--- src/rtl/bxc_pkg.sv ---
package bxc_pkg;
  localparam int DATA_W = 16;

  localparam logic [6:0] REG_GCTL  = 7'h20;
  localparam logic [6:0] REG_CFG   = 7'h21;
  localparam logic [6:0] REG_COUNT = 7'h22;
  localparam logic [6:0] REG_ISTAT = 7'h24;
  localparam logic [6:0] REG_IEN   = 7'h25;
  localparam logic [6:0] REG_BUFST = 7'h2C;

  localparam int CFG_DIR_BIT = 0;
  localparam int CFG_ATL_BIT = 1;
  localparam int CFG_CNT_BIT = 2;
  localparam int CFG_EN_BIT  = 3;

  typedef struct packed {
    logic              loadCount;
    logic [DATA_W-1:0] loadValue;
    logic              regionAtl;
    logic              useCounter;
    logic              dmaEn;
  } bxcStrobes_t;
endpackage

--- src/rtl/bxc_ctrl.sv ---
module bxc_ctrl
  import bxc_pkg::*;
(
  input  logic              clk,
  input  logic              rstN,
  input  logic              cmdValid,
  input  logic [7:0]        cmdCode,
  input  logic [DATA_W-1:0] cmdWrData,
  output logic [DATA_W-1:0] cmdRdData,
  input  logic [DATA_W-1:0] countReg,
  input  logic              eot,
  input  logic              clampHit,
  output bxcStrobes_t       strb,
  output logic [1:0]        statusBits,
  output logic              dmaToRam,
  output logic              dmaAtl,
  output logic              intPin
);
  logic              isWrite;
  logic              isRead;
  logic [6:0]        regIdx;
  logic              wrCfg, wrCount, wrIstat, wrIen, wrGctl;
  logic [DATA_W-1:0] cfgReg;
  logic [DATA_W-1:0] ienReg;
  logic [DATA_W-1:0] gctlReg;
  logic [1:0]        statReg;
  logic [1:0]        bufReg;
  logic [1:0]        bufNext;
  logic [1:0]        clrMask;

  assign isWrite = cmdValid & cmdCode[7];
  assign isRead  = cmdValid & ~cmdCode[7];
  assign regIdx  = cmdCode[6:0];

  assign wrCfg   = isWrite && (regIdx == REG_CFG);
  assign wrCount = isWrite && (regIdx == REG_COUNT);
  assign wrIstat = isWrite && (regIdx == REG_ISTAT);
  assign wrIen   = isWrite && (regIdx == REG_IEN);
  assign wrGctl  = isWrite && (regIdx == REG_GCTL);

  always_ff @(posedge clk) begin
    if (!rstN) begin
      cfgReg <= '0;
    end else if (wrCfg) begin
      cfgReg <= cmdWrData;
    end else if (eot) begin
      cfgReg[CFG_EN_BIT] <= 1'b0;
    end
  end

  always_ff @(posedge clk) begin
    if (!rstN) begin
      ienReg  <= '0;
      gctlReg <= '0;
    end else begin
      if (wrIen)  ienReg  <= cmdWrData;
      if (wrGctl) gctlReg <= cmdWrData;
    end
  end

  assign clrMask = wrIstat ? cmdWrData[3:2] : 2'b00;

  always_ff @(posedge clk) begin
    if (!rstN) begin
      statReg <= 2'b11;
    end else begin
      statReg <= (statReg & ~clrMask) | {clampHit, eot};
    end
  end

  always_comb begin
    bufNext = bufReg;
    if (wrCount) bufNext[cfgReg[CFG_ATL_BIT]] = 1'b0;
    if (eot)     bufNext[cfgReg[CFG_ATL_BIT]] = 1'b1;
  end

  always_ff @(posedge clk) begin
    if (!rstN) bufReg <= '0;
    else       bufReg <= bufNext;
  end

  always_comb begin
    cmdRdData = '0;
    if (isRead) begin
      case (regIdx)
        REG_GCTL:  cmdRdData = gctlReg;
        REG_CFG:   cmdRdData = cfgReg;
        REG_COUNT: cmdRdData = countReg;
        REG_ISTAT: cmdRdData = {{(DATA_W-4){1'b0}}, statReg, 2'b00};
        REG_IEN:   cmdRdData = ienReg;
        REG_BUFST: cmdRdData = {{(DATA_W-2){1'b0}}, bufReg};
        default:   cmdRdData = '0;
      endcase
    end
  end

  always_comb begin
    strb.loadCount  = wrCount;
    strb.loadValue  = cmdWrData;
    strb.regionAtl  = cfgReg[CFG_ATL_BIT];
    strb.useCounter = cfgReg[CFG_CNT_BIT];
    strb.dmaEn      = cfgReg[CFG_EN_BIT];
  end

  assign statusBits = statReg;
  assign dmaToRam   = cfgReg[CFG_DIR_BIT];
  assign dmaAtl     = cfgReg[CFG_ATL_BIT];
  assign intPin     = gctlReg[0] & |(statReg & ienReg[3:2]);
endmodule

--- src/rtl/bxc_datapath.sv ---
module bxc_datapath
  import bxc_pkg::*;
#(
  parameter int ITL_MAX = 2048,
  parameter int ATL_MAX = 4096
) (
  input  logic              clk,
  input  logic              rstN,
  input  bxcStrobes_t       strb,
  input  logic              dmaAck,
  input  logic              extEot,
  output logic [DATA_W-1:0] countReg,
  output logic              dmaReq,
  output logic              eot,
  output logic              clampHit
);
  localparam logic [DATA_W-1:0] ITL_LIM = DATA_W'(ITL_MAX);
  localparam logic [DATA_W-1:0] ATL_LIM = DATA_W'(ATL_MAX);
  localparam int MW = DATA_W + 1;

  logic [DATA_W-1:0] limit;
  logic              overLimit;
  logic [DATA_W-1:0] clamped;
  logic [MW-1:0]     moved;
  logic [MW-1:0]     movedNext;
  logic              done;
  logic              strobe;
  logic              lastBeat;
  logic              extStop;

  assign limit     = strb.regionAtl ? ATL_LIM : ITL_LIM;
  assign overLimit = strb.loadValue > limit;
  assign clamped   = overLimit ? limit : strb.loadValue;

  assign dmaReq    = strb.dmaEn && !done && (strb.useCounter ? (countReg != '0) : 1'b1);
  assign strobe    = dmaAck && dmaReq;
  assign movedNext = moved + MW'(2);
  assign lastBeat  = strb.useCounter && (movedNext >= {1'b0, countReg});
  assign extStop   = !strb.useCounter && dmaReq && extEot;

  always_ff @(posedge clk) begin
    if (!rstN) begin
      countReg <= '0;
      moved    <= '0;
      done     <= 1'b0;
      eot      <= 1'b0;
      clampHit <= 1'b0;
    end else begin
      eot      <= 1'b0;
      clampHit <= 1'b0;
      if (strb.loadCount) begin
        countReg <= clamped;
        clampHit <= overLimit;
        moved    <= '0;
        done     <= 1'b0;
      end else begin
        if (strobe) moved <= movedNext;
        if ((strobe && lastBeat) || extStop) begin
          done <= 1'b1;
          eot  <= 1'b1;
        end
      end
    end
  end
endmodule

--- src/rtl/byte_xfer_counter.sv ---
module byte_xfer_counter
  import bxc_pkg::*;
#(
  parameter int ITL_MAX = 2048,
  parameter int ATL_MAX = 4096
) (
  input  logic              clk,
  input  logic              rstN,
  input  logic              cmdValid,
  input  logic [7:0]        cmdCode,
  input  logic [DATA_W-1:0] cmdWrData,
  output logic [DATA_W-1:0] cmdRdData,
  input  logic              dmaAck,
  input  logic              extEot,
  output logic              dmaReq,
  output logic              dmaToRam,
  output logic              dmaAtl,
  output logic              intPin
);
  bxcStrobes_t       strb;
  logic [DATA_W-1:0] countReg;
  logic              eot;
  logic              clampHit;
  logic [1:0]        statusBits;

  bxc_ctrl u_ctrl (
    .clk(clk), .rstN(rstN), .cmdValid(cmdValid), .cmdCode(cmdCode),
    .cmdWrData(cmdWrData), .cmdRdData(cmdRdData), .countReg(countReg),
    .eot(eot), .clampHit(clampHit), .strb(strb), .statusBits(statusBits),
    .dmaToRam(dmaToRam), .dmaAtl(dmaAtl), .intPin(intPin)
  );

  bxc_datapath #(.ITL_MAX(ITL_MAX), .ATL_MAX(ATL_MAX)) u_dp (
    .clk(clk), .rstN(rstN), .strb(strb), .dmaAck(dmaAck), .extEot(extEot),
    .countReg(countReg), .dmaReq(dmaReq), .eot(eot), .clampHit(clampHit)
  );
endmodule

--- config.mk ---
export PLATFORM = sky130hd
export DESIGN_NAME = byte_xfer_counter
export DESIGN_NICKNAME = d
export VERILOG_FILES = /design/src/rtl/bxc_pkg.sv /design/src/rtl/bxc_ctrl.sv /design/src/rtl/bxc_datapath.sv /design/src/rtl/byte_xfer_counter.sv
export SDC_FILE = /design/constraint.sdc
export NUM_CORES = 1
export LEC_CHECK = 0
export BUFFER_PORTS_ARGS = -buffer_cell sky130_fd_sc_hd__buf_2
export CAP_MARGIN = 20
export CORE_UTILIZATION = 45
export DETAILED_ROUTE_END_ITERATION = 16
export GPL_ROUTABILITY_DRIVEN = 0
export PLACE_DENSITY = 0.73
export SYNTH_ARGS = -nofsm -noshare
export SYNTH_HDL_FRONTEND = slang
export SYNTH_SLANG_ARGS = --single-unit
--- constraint.sdc ---
create_clock -name clk -period 2.8 [get_ports clk]
set_clock_uncertainty 0.15 [all_clocks]
set_input_delay 0.56 -clock clk [delete_from_list [all_inputs] [get_ports clk]]
set_output_delay 0.56 -clock clk [all_outputs]
set_load 0.01 [all_outputs]
After elaboration in Yosys (flattened, before gate mapping)
Cells that the tools add are included.

Add/sub/neg operators: 1. $lt $le $gt $ge: 4. Eq/ne operators: 6. Mux-type cells: 13. Bitwise gates (word level): 12. Reductions and logical operators: 21.

Operators by type and width (number): one-hot mux 16 bit (6 select lines) (1); == test 7 x 6 -> 1 bit (second input constant) (6); 2-to-1 mux 16 bit (2); adder 17 x 2 -> 17 bit (second input constant) (1); greater-or-equal comparator 17 x 16 -> 1 bit (1); > comparator 16 bit (1); nonzero test 16 bit (1); logical AND 1 bit (13); 2-to-1 mux 13 bit (1); bitwise AND 2 bit (3); 2-to-1 mux 2 bit (3); 2-to-1 mux 1 bit (5); NOT 2 bit (2); OR 2 bit (2); OR reduction 2 bit (2); bitwise AND 1 bit (3); logical NOT 1 bit (2); < comparator 1 x 2 -> 1 bit (second input constant) (1); NOT 1 bit (2); AND reduction 2 bit (1); nonzero test 2 bit (1); demux 1 bit (select 1 bit) (1); greater-or-equal comparator 1 bit (second input constant) (1); logical OR 1 bit (1).

Register bits: 88. Input port bits: 29. Output and inout port bits: 20. Logic and storage cells: 68.

Longest topological paths before layout
Depth after elaboration: 9. Mapped depth: 12. Depth with buffers taken out: 12.

Cells and area by module
From an unflattened synthesis, not the netlist that was laid out.

Cells, all modules: 546. Area total of the unflattened synthesis: 4667.0 sq um.

By module, submodules not included: bxc_ctrl (times used 1, cells an instance 318, area each 2670.1 sq um, sequential area each 1041.0 sq um); bxc_datapath (times used 1, cells an instance 228, area each 1996.9 sq um, sequential area each 700.7 sq um).

Worst setup path after synthesis
Ideal clock, no wire load.

Kind: register -> register. Start: register u_dp.moved[1]. End: register u_dp.eot. Arrival time: 2.830 ns. Required time: 2.580 ns. Setup slack: -0.250 ns. Stages on the path, launching flop included: 13. Clock period less this slack: 3.050 ns. Cells stage by stage: dfxtp_1 > ha_1 > nand3_1 > nor4_2 > and3_1 > nand3_1 > xnor2_1 > ha_1 > nand3_1 > or4_1 > o21ai_0 > o311ai_1 > a21oi_1.

Longest elaborated chain between the ends: 6.

RTL lines: start, declared (line bxc_datapath.sv:24) `logic [MW-1:0] moved;`; start signal, assigned (line bxc_datapath.sv:57) `if (strobe) moved <= movedNext;`; adder 17 x 2 -> 17 bit (line bxc_datapath.sv:37) `assign movedNext = moved + MW'(2);`; named net u_dp.movedNext[15] (line bxc_datapath.sv:25) `logic [MW-1:0] movedNext;`; greater-or-equal comparator 17 x 16 -> 1 bit (line bxc_datapath.sv:38) `assign lastBeat = strb.useCounter && (movedNext >= {1'b0, countReg});`; logical AND 1 bit (line bxc_datapath.sv:38); logical AND 1 bit (line bxc_datapath.sv:58) `if ((strobe && lastBeat) || extStop) begin`; logical OR 1 bit (line bxc_datapath.sv:58); 2-to-1 mux 1 bit (line bxc_datapath.sv:58); end signal, assigned (line bxc_datapath.sv:46) `eot <= 1'b0;`; end signal, assigned (line bxc_datapath.sv:49) `eot <= 1'b0;`; end signal, assigned (line bxc_datapath.sv:60) `eot <= 1'b1;`; end, declared (line bxc_datapath.sv:14) `output logic eot,`.

The timed path passes the listed nets, and every way through them passes these cells. A chain may end at the register's enable or synchronous reset.

Worst setup path after layout
Start: register u_dp.moved[2]. End: register u_dp.done.

Longest elaborated chain between the ends: 5.

RTL lines: adder 17 x 2 -> 17 bit (line bxc_datapath.sv:37); named net u_dp.movedNext[15] (line bxc_datapath.sv:25); greater-or-equal comparator 17 x 16 -> 1 bit (line bxc_datapath.sv:38); logical AND 1 bit (line bxc_datapath.sv:38); logical AND 1 bit (line bxc_datapath.sv:58); logical OR 1 bit (line bxc_datapath.sv:58); end signal, assigned (line bxc_datapath.sv:45) `done <= 1'b0;`; end signal, assigned (line bxc_datapath.sv:55) `done <= 1'b0;`; end signal, assigned (line bxc_datapath.sv:59) `done <= 1'b1;`; end, declared (line bxc_datapath.sv:26) `logic done;`.

The timed path passes the listed nets, and every way through them passes these cells.

==> run_summary.xml <==
<?xml version="1.0" encoding="UTF-8"?>
<metrics>
  <group name="detailed_routing">
    <metric name="post_detailed_route_count_of_antenna_violating_nets" unit="">0</metric>
    <metric name="route.detailed.drc" unit="">0</metric>
    <metric name="post_drt_via_cell_ratio" unit="">5.610</metric>
    <metric name="dr.pass1.iters" unit="">7</metric>
    <metric name="via_count" unit="">4219</metric>
    <metric name="detail_route.wirelength" unit="mm">11.88</metric>
    <metric name="detailed_router_s_first_iteration_violation_count" unit="">225</metric>
    <metric name="mean_routed_wirelength_per_cell" unit="µm">15.80</metric>
  </group>
  <group name="cts">
    <metric name="clock_sinks" unit="">87</metric>
    <metric name="cts_made_buffers" unit="">9</metric>
    <metric name="clockBufferDepth" unit="">2</metric>
    <metric name="cts_tree" unit="">yes</metric>
    <metric name="cts.clk_slew.worst_paths" unit="ns">0.10</metric>
    <metric name="cts.htree.levels" unit="">3</metric>
    <metric name="cts.root.buffer_cell" unit="">sky130_fd_sc_hd__clkbuf_8</metric>
    <metric name="worstSkewPairLatency" unit="ns">0.37</metric>
  </group>
  <group name="setup_path">
    <metric name="reg2reg_setup_slack" unit="ns">0.05</metric>
    <metric name="criticalPathCategory" unit="">reg -&gt; reg</metric>
    <metric name="worst-endpoint-required" unit="ns">2.94</metric>
    <metric name="critPathArrivalTime" unit="ns">2.90</metric>
    <metric name="cp_max_fo" unit="">2</metric>
    <metric name="critical_path.n_buffers_inverters" unit="">0</metric>
    <metric name="path_delay_family" unit="">simple AND/OR/NAND/NOR gates</metric>
    <metric name="worst_setup_path_end_kind" unit="">flip-flop</metric>
    <metric name="cell_by_cell_listing_of_the_critical_path" unit="">ha_4 -&gt; nand3_4 -&gt; nor4_4 -&gt; and3_4 -&gt; nand3_2 -&gt; xnor2_1 -&gt; ha_1 -&gt; nand3_2 -&gt; or4_4 -&gt; o21ai_2 -&gt; o311ai_2 -&gt; o22ai_1</metric>
    <metric name="max_stage_delay" unit="ns">0.42</metric>
    <metric name="critical_path.startpoint_type" unit="">flip-flop</metric>
    <metric name="worst_path_most_repeated_cell" unit="">sky130_fd_sc_hd__nand3_2</metric>
    <metric name="critical_path.slowest_cell" unit="">sky130_fd_sc_hd__or4_4</metric>
  </group>
  <group name="floorplanning">
    <metric name="num_io_pins" unit="">49</metric>
    <metric name="core_region_area" unit="µm²">9328</metric>
    <metric name="die_width" unit="µm">100.5</metric>
    <metric name="start_util" unit="%">46.84</metric>
    <metric name="placementRows" unit="">35</metric>
    <metric name="die_h" unit="µm">100.5</metric>
    <metric name="dieArea" unit="µm²">10110</metric>
  </group>
  <group name="timing">
    <metric name="final_critical_path_time_including_i_o_delays_and_setup" unit="ns">2.751</metric>
    <metric name="grt_setup_unrepaired" unit="">true</metric>
    <metric name="final_critical_path_setup_slack" unit="ns">0.04861</metric>
    <metric name="maxClockFrequency" unit="MHz">363.5</metric>
    <metric name="setup_viol_count_final" unit="">0</metric>
    <metric name="report.final.hold_viol_count" unit="">0</metric>
    <metric name="worstMarginPinSlew" unit="ns">0.6291</metric>
    <metric name="timing_max_transition_violations_final" unit="">0</metric>
    <metric name="fin_setup_tns" unit="ns">0</metric>
    <metric name="timing.slew.headroom" unit="%">58.06</metric>
    <metric name="finalCritPeriodShare" unit="%">98.26</metric>
  </group>
  <group name="synth">
    <metric name="synthArstFlopShare" unit="%">0</metric>
    <metric name="synth_warn" unit="">0</metric>
    <metric name="synth_enable_flop_cells" unit="">0</metric>
    <metric name="yosys-top-cells-area" unit="">sky130_fd_sc_hd__dfxtp_1 40%, sky130_fd_sc_hd__nand2_1 12%, sky130_fd_sc_hd__a21oi_1 7.7%</metric>
    <metric name="synth_area_per_cell" unit="µm²">7.901</metric>
    <metric name="syn_nets" unit="">600</metric>
    <metric name="ys_top_cells_by_count" unit="">140 x sky130_fd_sc_hd__nand2_1, 87 x sky130_fd_sc_hd__dfxtp_1, 67 x sky130_fd_sc_hd__a21oi_1</metric>
    <metric name="dominantRegCellSynth" unit="">sky130_fd_sc_hd__dfxtp_1</metric>
    <metric name="netlist_instances" unit="">553</metric>
    <metric name="ys_seq_area_share" unit="%">39.86</metric>
    <metric name="yosysTopAreaCellShare" unit="%">39.86</metric>
    <metric name="synth_area_leader_cell" unit="">sky130_fd_sc_hd__dfxtp_1</metric>
    <metric name="synth.lib_cells_used.distinct" unit="">52</metric>
    <metric name="mappedNetlistArea" unit="µm²">4369</metric>
    <metric name="synthMostInstantiatedCell" unit="">sky130_fd_sc_hd__nand2_1</metric>
    <metric name="yosys_register_bits" unit="">87</metric>
  </group>
  <group name="power">
    <metric name="p_per_area" unit="nW/µm²">462.0</metric>
    <metric name="total_power" unit="mW">2.436</metric>
    <metric name="ir_worst_vdd" unit="mV">0.2729</metric>
    <metric name="p_leak" unit="nW">1.997</metric>
  </group>
  <group name="grt">
    <metric name="grt_util_met1" unit="%">31.37</metric>
    <metric name="number_of_global_route_vias_before_repair" unit="">4090</metric>
    <metric name="global_route.peak_usage_layer" unit="">met2</metric>
    <metric name="groute.layer.met3.usage" unit="%">4.577</metric>
    <metric name="globalRouteMet2Util" unit="%">42.41</metric>
    <metric name="globalRoute.totalOverflow" unit="">0</metric>
    <metric name="number_of_antenna_violations_at_the_first_check_in_global_routing" unit="">0</metric>
    <metric name="globalRouteTotalUtil" unit="%">24.92</metric>
    <metric name="grt_first_pass_wirelength" unit="mm">19.69</metric>
    <metric name="grt_start_max_net_pins" unit="">38</metric>
  </group>
  <group name="finish">
    <metric name="final_cell_count_no_fill" unit="">752</metric>
    <metric name="final_core_utilization" unit="%">56.53</metric>
    <metric name="antenna_cells" unit="">0</metric>
    <metric name="drive_gt1_share" unit="%">21.03</metric>
    <metric name="area_growth" unit="%">20.68</metric>
    <metric name="finish.net_count" unit="">665</metric>
    <metric name="layout.filler_cells" unit="">872</metric>
  </group>
  <group name="placement">
    <metric name="place.port_buffers" unit="">48</metric>
    <metric name="preCtsSetupSlack" unit="ns">-0.02845</metric>
    <metric name="place.detailed.hpwl" unit="mm">8.559</metric>
    <metric name="post-place-cells" unit="">732</metric>
  </group>
  <group name="run_status">
    <metric name="result_of_the_run" unit="">complete, no violations</metric>
  </group>
  <group name="run">
    <metric name="max-cap-violations" unit="">0</metric>
  </group>
  <group name="worst_hold_path">
    <metric name="worst_hold_path_type" unit="">reg -&gt; reg</metric>
  </group>
</metrics>
==> per-stage QoR <==
stage	hold slack [ns]	cell area [µm²]
after floorplan	0.2445	4413
after global routing	0.2972	5273
after detailed placement	0.2610	4933
after global placement	0.2605	4933
final	0.2950	5273
after CTS	0.2928	5192
==> worst register-to-register path: cells and delay by family, from the launching register on <==
kind,cells,cell delay (ns)
adders and majority gates,2,0.47
DFF,1,0.36
AOI/OAI and AO/OA,3,0.42
and+or+nand+nor,6,1.11
xor gates and xnor gates,1,0.15
==> placed cells by master (no fill, tap or decap), types with 4 or more instances in the layout <==
cell / count
sky130_fd_sc_hd__nand2_1: 140
sky130_fd_sc_hd__dfxtp_1: 82
sky130_fd_sc_hd__a21oi_1: 67
sky130_fd_sc_hd__buf_2: 48
sky130_fd_sc_hd__buf_4: 34
sky130_fd_sc_hd__nor2_1: 29
sky130_fd_sc_hd__inv_1: 22
sky130_fd_sc_hd__xor2_1: 19
sky130_fd_sc_hd__ha_1: 17
sky130_fd_sc_hd__o21ai_0: 16
sky130_fd_sc_hd__a222oi_1: 14
sky130_fd_sc_hd__nand3_1: 11
sky130_fd_sc_hd__and3_1: 10
sky130_fd_sc_hd__xnor2_1: 9
sky130_fd_sc_hd__nand4_1: 9
sky130_fd_sc_hd__clkbuf_8: 9
sky130_fd_sc_hd__a22oi_1: 8
sky130_fd_sc_hd__nor3_1: 5
sky130_fd_sc_hd__dfxtp_2: 5
sky130_fd_sc_hd__a31oi_1: 4
sky130_fd_sc_hd__nor4_1: 4
sky130_fd_sc_hd__nand2b_1: 4
sky130_fd_sc_hd__a21oi_2: 4
==> metal layers <==
layer | vias up | part of all wire, %
met5 | - | 0
met4 | 0 | 2.1
met3 | 25 | 5.6
met2 | 140 | 48
met1 | 2007 | 44
li1 | 2047 | -
==> layout make-up <==
| type | instances | area (µm²) | share of cell area [%] |
|---|---|---|---|
| inverters | 23 | 86.33 | 1.637 |
| clock inverters | 7 | 125.1 | 2.373 |
| clock buffers | 9 | 123.9 | 2.349 |
| multi-input cells | 412 | 2472 | 46.89 |
| repair buffers | 85 | 555.5 | 10.54 |
| flip-flops and latches | 87 | 1748 | 33.15 |
| well taps | 129 | 161.4 | 3.061 |
==> flip-flops by register name, summed over array words and instances, names as in the netlist, named ones only <==
name,cells
u_ctrl.cfgReg,16
u_ctrl.gctlReg,16
u_ctrl.ienReg,16
u_ctrl.statusBits,2
u_dp.clampHit,1
u_dp.countReg,16
u_dp.done,1
u_dp.eot,1
u_dp.moved,16
==> final timing paths <==
check,start,endpoint,cells past startpoint
hold / removal,u_dp.clampHit,u_ctrl.statusBits[1],1
hold reg to reg,u_dp.clampHit,u_ctrl.statusBits[1],1
setup reg to reg,u_dp.moved[2],u_dp.done,12
setup / recovery,u_dp.moved[2],u_dp.done,12
==> power by group <==
group,internal [mW],total [mW],switching [mW]
combinational,0.0290,0.0941,0.0651
clock,0.604,1.10,0.500
sequential,1.24,1.24,0.000690
==> what timing repair did <==
action | 4_1_cts | 5_1_grt
setup buffers | 0 | 4
hold buffers | 0 | 0
resized for setup | 2 | 14
setup endpoints to repair | 2 | 2
pin swaps | 1 | 12
==> cells by family (layout without fill, tap and decap cells) <==
kind of cell | count (synthesis) | after routing | synth area share (%)
simple gates | 236 | 236 | 25.49
flops | 87 | 87 | 39.86
fa+ha+maj | 18 | 18 | 5.155
mux | 1 | 1 | 0.2291
buf+inv | 54 | 124 | 5.469
xor+xnor | 29 | 29 | 5.813
compound gates | 128 | 128 | 17.98
Power figures use the tool's default switching activity.
